<file path="src/rtl/clkdiv_pkg.sv">
package clkdiv_pkg;
  localparam int REG_W = 32;
  localparam int DIV_W = 16;

  typedef enum logic [1:0] {
    OP_WRITE  = 2'd0,
    OP_ENABLE = 2'd1,
    OP_STOP   = 2'd2,
    OP_SETDIV = 2'd3
  } cmdOp_e;

  // strobes from control to datapath
  typedef struct packed {
    logic [DIV_W-1:0] divisor;
    logic             runDiv;
    logic             runBypass;
  } divCtl_t;
endpackage

</file>
<file path="src/rtl/clkdiv_ctrl.sv">
module clkdiv_ctrl
  import clkdiv_pkg::*;
#(
  parameter int RW = REG_W,
  parameter int DW = DIV_W
) (
  input  logic          clk,
  input  logic          rstN,
  input  logic          cmdValid,
  input  logic [1:0]    cmdOp,
  input  logic [RW-1:0] cmdData,
  output logic [RW-1:0] regOut,
  output divCtl_t       ctl
);
  localparam int LOW_W = RW - DW;

  logic [RW-1:0] regQ, regNext;
  logic [DW-1:0] divField, argDiv;
  logic          divLarge, argLarge, bothEn;
  cmdOp_e        opSel;

  assign opSel    = cmdOp_e'(cmdOp);
  assign divField = regQ[RW-1:LOW_W];
  assign argDiv   = cmdData[DW-1:0];
  assign divLarge = divField >= DW'(2);
  assign argLarge = argDiv >= DW'(2);
  assign bothEn   = regQ[1] & regQ[0];

  always_comb begin
    regNext = regQ;
    if (cmdValid) begin
      unique case (opSel)
        OP_WRITE:  regNext = cmdData;
        OP_ENABLE: if (divLarge) regNext = {divField, {(LOW_W-2){1'b0}}, 2'b11};
        OP_STOP:   regNext = '0;
        OP_SETDIV: regNext = argLarge ? {argDiv, {LOW_W{1'b0}}} : '0;
        default:   regNext = regQ;
      endcase
    end
  end

  always_ff @(posedge clk or negedge rstN) begin
    if (!rstN) regQ <= '0;
    else       regQ <= regNext;
  end

  assign regOut        = regQ;
  assign ctl.divisor   = divField;
  assign ctl.runDiv    = bothEn & divLarge;
  assign ctl.runBypass = bothEn & ~divLarge;

  p_stop_clears_r5: assert property (@(posedge clk) disable iff (!rstN)
    cmdValid && opSel == OP_STOP |=> regQ == '0);
  p_enable_hold_r4: assert property (@(posedge clk) disable iff (!rstN)
    cmdValid && opSel == OP_ENABLE && !divLarge |=> $stable(regQ));
  p_enable_sets_r3: assert property (@(posedge clk) disable iff (!rstN)
    cmdValid && opSel == OP_ENABLE && divLarge |=>
      regQ[1:0] == 2'b11 && regQ[RW-1:LOW_W] == $past(regQ[RW-1:LOW_W]));
  p_setdiv_low_r6: assert property (@(posedge clk) disable iff (!rstN)
    cmdValid && opSel == OP_SETDIV |=> regQ[LOW_W-1:0] == '0);
endmodule

</file>
<file path="src/rtl/clkdiv_datapath.sv">
module clkdiv_datapath
  import clkdiv_pkg::*;
#(
  parameter int DW = DIV_W
) (
  input  logic    clk,
  input  logic    rstN,
  input  divCtl_t ctl,
  output logic    clkOut
);
  logic          active, divQ, gateQ, lastCnt;
  logic [DW-1:0] cnt, curDiv, hiLen, cntInc;

  assign lastCnt = (cnt == curDiv - DW'(1));
  assign hiLen   = curDiv - (curDiv >> 1);
  assign cntInc  = cnt + DW'(1);

  always_ff @(posedge clk or negedge rstN) begin
    if (!rstN) begin
      active <= 1'b0;
      divQ   <= 1'b0;
      cnt    <= '0;
      curDiv <= DW'(2);
    end else if (!ctl.runDiv) begin
      active <= 1'b0;
      divQ   <= 1'b0;
      cnt    <= '0;
    end else if (!active) begin
      active <= 1'b1;
      divQ   <= 1'b1;
      cnt    <= '0;
      curDiv <= ctl.divisor;
    end else if (lastCnt) begin
      divQ   <= 1'b1;
      cnt    <= '0;
      curDiv <= ctl.divisor;
    end else begin
      cnt    <= cntInc;
      divQ   <= cntInc < hiLen;
    end
  end

  // gate enable changes only while the parent clock is low
  always_ff @(negedge clk or negedge rstN) begin
    if (!rstN) gateQ <= 1'b0;
    else       gateQ <= ctl.runBypass;
  end

  assign clkOut = divQ | (clk & gateQ);

  p_wrap_high_r8: assert property (@(posedge clk) disable iff (!rstN)
    active && ctl.runDiv && lastCnt |=> divQ);
  p_cnt_range_r8: assert property (@(posedge clk) disable iff (!rstN)
    active |-> cnt < curDiv);
  p_hold_div_r10: assert property (@(posedge clk) disable iff (!rstN)
    active && ctl.runDiv && !lastCnt |=> $stable(curDiv));
endmodule

</file>
<file path="src/rtl/clkdiv_top.sv">
module clkdiv_top
  import clkdiv_pkg::*;
#(
  parameter int RW = REG_W,
  parameter int DW = DIV_W
) (
  input  logic          clk,
  input  logic          rstN,
  input  logic          cmdValid,
  input  logic [1:0]    cmdOp,
  input  logic [RW-1:0] cmdData,
  output logic [RW-1:0] rdData,
  output logic          clkOut,
  output logic          running
);
  divCtl_t ctl;

  clkdiv_ctrl #(.RW(RW), .DW(DW)) uCtrl (
    .clk(clk), .rstN(rstN), .cmdValid(cmdValid), .cmdOp(cmdOp),
    .cmdData(cmdData), .regOut(rdData), .ctl(ctl)
  );

  clkdiv_datapath #(.DW(DW)) uPath (
    .clk(clk), .rstN(rstN), .ctl(ctl), .clkOut(clkOut)
  );

  assign running = ctl.runDiv;

  p_running_zero_r7: assert property (@(posedge clk) disable iff (!rstN)
    running |-> rdData[RW-1:RW-DW] >= DW'(2));
endmodule

</file>
<file path="config.mk">
export PLATFORM = sky130hd
export DESIGN_NAME = clkdiv_top
export DESIGN_NICKNAME = d
export VERILOG_FILES = /design/src/rtl/clkdiv_pkg.sv /design/src/rtl/clkdiv_ctrl.sv /design/src/rtl/clkdiv_datapath.sv /design/src/rtl/clkdiv_top.sv
export SDC_FILE = /design/constraint.sdc
export NUM_CORES = 1
export LEC_CHECK = 0
export BUFFER_PORTS_ARGS = -buffer_cell sky130_fd_sc_hd__buf_2
export CORE_MARGIN = 10
export CORE_UTILIZATION = 45
export DETAILED_ROUTE_END_ITERATION = 12
export HOLD_SLACK_MARGIN = 0.08
export PLACE_DENSITY = 0.7
export SKIP_CTS_REPAIR_TIMING = 1
export SLEW_MARGIN = 20
export SYNTH_ARGS = -nofsm -noshare
export SYNTH_HDL_FRONTEND = slang
export SYNTH_HIERARCHICAL = 1
export SYNTH_SLANG_ARGS = --single-unit
</file>
<file path="constraint.sdc">
create_clock -name clk -period 4 [get_ports clk]
set_input_delay 0.4 -clock clk [delete_from_list [all_inputs] [get_ports clk]]
set_output_delay 0.4 -clock clk [all_outputs]
set_load 0.05 [all_outputs]
</file>
## Word level (Yosys, flattened, before mapping)

Cells that the tools add are included.

| word-level totals | value |
|---|---|
| register bits | 67 |

| cells by class | value |
|---|---|
| order comparisons | 3 |
| equality and inequality tests | 6 |
| bitwise operators | 7 |
| add/subtract/negate cells | 3 |
| reduce and logical (&&, ||, !) cells | 4 |
| mux-type cells | 12 |

Operators by type and width:

| cell | count |
|---|---|
| 32-bit one-hot mux with 4 select lines | 1 |
| 16-bit two-way mux | 6 |
| 16-bit by 2-bit greater-or-equal comparator with 1-bit output (second input constant) | 2 |
| 32-bit two-way mux | 1 |
| 16-bit by 1-bit adder with 16-bit output (second input constant) | 1 |
| 16-bit == test | 1 |
| 16-bit less-than comparator | 1 |
| 16-bit by 1-bit subtractor with 16-bit output (second input constant) | 1 |
| 16-bit by 15-bit subtractor with 16-bit output | 1 |
| 2-bit AND reduction | 3 |
| 1-bit bitwise AND | 4 |
| 2-bit == test (second input constant) | 2 |
| 1-bit two-way mux | 4 |
| 2-bit by 1-bit == test with 1-bit output (second input constant) | 1 |
| 2-bit logical NOT | 1 |
| 2-bit by 1-bit != test with 1-bit output (second input constant) | 1 |
| 2-bit != test (second input constant) | 1 |
| 1-bit inverter | 2 |
| 1-bit OR | 1 |

## Logic depth before layout (Yosys ltp)

| logic depth | value |
|---|---|
| depth in word-level cells | 5 |
| depth in mapped cells | 17 |
| depth with buffers taken out | 17 |

## Modules after synthesis

The synthesis kept the hierarchy.

Modules (own cells, without submodules):

| module | instances | seq. area each (um^2) | area an instance (um^2) | cells each |
|---|---|---|---|---|
| clkdiv_datapath | 1 | 877.1 | 3653.5 | 404 |
| clkdiv_ctrl | 1 | 800.8 | 1848.0 | 182 |

==> reports/qor.txt <==
GLOBAL ROUTE
---------------------------------------------------------------------------------
Number of global-route vias before repair                                   4,900
Antenna violations before repair                                                0
First-pass GRT wire length                                              25,200 µm
Maximum number of pins on one net before global-route repair                   67
Overall Global Routing Usage                                                18.5%
GRT Residual Overflow                                                           0

SYNTHESIS
---------------------------------------------------------------------------------
Number of synthesized flops with an enable pin                                  0
Mean instance size in the synthesized netlist                            9.39 µm²
Top flip-flop cell by instance count after synthesis                 sky130_fd_sc_hd__dfrtp_1
Register area share after synthesis                                         30.5%
Count of state elements after synthesis                                        67
Mapped Cells                                                                  586
Synth async-reset ratio                                                      100%
Yosys warning count                                                             6
Netlist Area Pre-Place                                                   5500 µm²
Net count after synthesis                                                     673
Yosys cell types                                                               65

TIMING
---------------------------------------------------------------------------------
Post-layout worst setup margin                                             396 ps
Setup TNS Final                                                              0 ps
Worst Tran Pin Value                                                      1020 ps
Final-report setup violation count                                              0
Worst setup skew after layout                                             25.0 ps
Final Hold Fails                                                                0
Max transition margin                                                       32.1%
Unrepaired setup endpoints after global routing                                no
Slew Limit Fails                                                                0

ROUTING
---------------------------------------------------------------------------------
Initial DRC Count                                                             423
Number of design rule violations left after detail routing                      0
Wire length the detailed router placed on met1                            6720 µm
Met2 Wirelength                                                           7120 µm
Total via count in the routed design                                        4,713
Total detailed-routing wirelength                                       15,200 µm
Detailed-routing iteration count for the pre-antenna-repair pass                5
Highest routing layer actually used                                          met4
Via density per instance                                                     6.03
Post-detailed-route wirelength per cell                                   19.4 µm
Met3 wire len                                                             1160 µm
Antenna Violating Nets Remaining                                                0

FLOORPLAN
---------------------------------------------------------------------------------
Cell row count                                                                 40
Vertical die dimension                                                     131 µm
Area of the core region                                                12,000 µm²
Count of boundary I/O pins                                                     71
Die extent in x                                                            131 µm
Die Area                                                               17,000 µm²
Initial Util                                                                45.8%

CRITICAL PATH
---------------------------------------------------------------------------------
Sequence of cells on the critical path                               a21o_1 -> buf_2
Kind of start point of the critical path                                 register
Nature of the critical path endpoint                                   output pin
Longest individual stage delay on the worst path                           380 ps
Data required time at the worst endpoint                                  3600 ps
Max stage delay cell, worst path                                     sky130_fd_sc_hd__dfrtn_1
Worst Setup Path Type                                                  reg -> out
CP arrival                                                                3200 ps
Top delay family on crit path                                          flip-flops
Crit Path Max Fanout                                                            1
Critical path buffer and inverter count                                         1

PLACEMENT
---------------------------------------------------------------------------------
Number of buffers inserted by port buffering                                   70
Area after DPL                                                           5790 µm²
Global placer's final weighted congestion                                   0.891
Detailed Place HPWL                                                     11,600 µm
Worst Setup Slack post-DPL                                                 520 ps
# placed instances                                                            763

LAYOUT
---------------------------------------------------------------------------------
Post-route standard cell area excluding fillers                          6190 µm²
Cell Count, Final, Fillers Out                                                782
Combined area of the multi-input logic cells                             3400 µm²
Number of diodes added for antenna fixing                                       0
Combined flip-flop and latch cell area                                   1680 µm²
Fraction of final layout cells sized beyond drive strength 1                18.0%
Number of filler cells placed in the layout                                 1,104
Number of nets at the end of the flow                                         717
Area grow syn2layout                                                        12.5%

WORST HOLD PATH
---------------------------------------------------------------------------------
Worst min-delay path category                                           in -> reg

CLOCKING
---------------------------------------------------------------------------------
Clock-pin transition on the worst setup and hold timing paths               60 ps
TritonCTS clock tree                                                          yes
Source-to-sink clock delay at the later pin of the worst-skew pair         470 ps

POWER AND IR DROP
---------------------------------------------------------------------------------
Peak supply drop                                                         0.272 mV
Pwr dens                                                               651 nW/µm²
Leakage power figure                                                      2.76 nW

RUN
---------------------------------------------------------------------------------
Number of maximum-capacitance constraint violations                             0

RUN STATUS
---------------------------------------------------------------------------------
Status                                                               finished clean

[Yosys cell counts (all sizes together) (3+ instances only)]
master  number  area [µm²]
xor2        12         105
ha          49         613
dfrtp       65        1630
nand3       18        90.1
nor2        22        82.6
nand2       43         161
and3         4        25.0
nand2b      10        62.6
nand3b       5        37.5
o21bai       3        22.5
o311a       16         160
o21ai       24         120
and2        14        90.1
nor3         7        35.0
a211oi      19         143
inv         31         116
nand4        9        62.6
xnor2       40         350
clkbuf      15        57.6
a21o         7        52.6
nor2b        6        37.5
a221o       32         320
a22oi       14         105
or3          3        18.8
a22o        13         118
a21oi       15        75.1
nor3b       17         133
nor4        10        81.3
buf         33         251
[per-layer routing]
layer  GRT usage (%)  vias to the layer above
li1                -                     2265
met5               0                        -
met3            6.24                       16
met1            22.6                     2270
met4            5.17                        0
met2            30.6                      162
[where the power goes]
part	internal, mW	switching [mW]
Clock	0.680	0.353
Combinational	0.856	1.24
Sequential	0.765	0.131
Total	2.30	1.73
[final cells by class]
cell class,count,share of cell area [%]
inverter,31,1.88
clock buffer,13,4.93
timing repair buffer,77,6.55
multi-input combinational,440,54.9
sequential,67,27.1
tap,147,2.97
clock inverter,7,1.62
[per-stage QoR]
stage	utilization, %	power [mW]	hold WS [ps]
4_1_cts	51.5	4.03	173
3_3_place_gp	48.2	2.95	522
3_5_place_dp	48.2	2.99	528
5_1_grt	51.5	4.31	174
2_1_floorplan	-	2.54	104
6_report	51.5	4.03	182
[placed cells by master (no fill, tap or decap), drive strengths merged, types with 7 or more instances in the layout]
| master | instances |
|---|---|
| a211oi | 19 |
| xor2 | 12 |
| buf | 78 |
| nand4 | 9 |
| inv | 33 |
| dfrtp | 65 |
| nor2 | 22 |
| nand2b | 10 |
| xnor2 | 40 |
| and2 | 14 |
| a21oi | 15 |
| o311a | 16 |
| nand2 | 43 |
| nand3 | 18 |
| a21o | 7 |
| o21ai | 24 |
| a22o | 13 |
| nor3 | 7 |
| nor3b | 17 |
| a22oi | 14 |
| clkbuf | 12 |
| ha | 49 |
| a221o | 32 |
| nor4 | 10 |
[final timing paths]
check | startpoint | end | slack (ps) | cells past startpoint
min in group asynchronous | rstN | uPath/cnt[2]$_DFF_PN0_ | 200 | 2
worst min register to register | uCtrl/regOut[11]$_DFFE_PN0P_ | uCtrl/regOut[11]$_DFFE_PN0P_ | 540 | 2
worst max-delay path | uPath/gateQ$_DFF_NN0_ | clkOut | 400 | 2
max in group asynchronous | rstN | uPath/gateQ$_DFF_NN0_ | 2250 | 1
worst max register to register | uCtrl/regOut[28]$_DFFE_PN0P_ | uPath/gateQ$_DFF_NN0_ | 550 | 3
worst min-delay path | cmdData[26] | uCtrl/regOut[26]$_DFFE_PN0P_ | 180 | 2
[registers in the layout, indices dropped and copies added (netlist names)]
name and flops:
uCtrl/regOut 32, uPath/cnt 16, uPath/curDiv 16, uPath/active 1, uPath/divQ 1, uPath/gateQ 1
[logic make-up after synthesis]
kind of cell               count (synthesis)  share of synthesized area, %
AOI/OAI and AO/OA                        165                          24.2
xor gates and xnor gates                  52                          8.28
adders and majority gates                 50                          11.5
buffers and inverters                     79                          7.73
DFF                                       67                          30.5
and+or+nand+nor                          173                          17.7
Note: power is estimated with default switching activity, not from simulation.
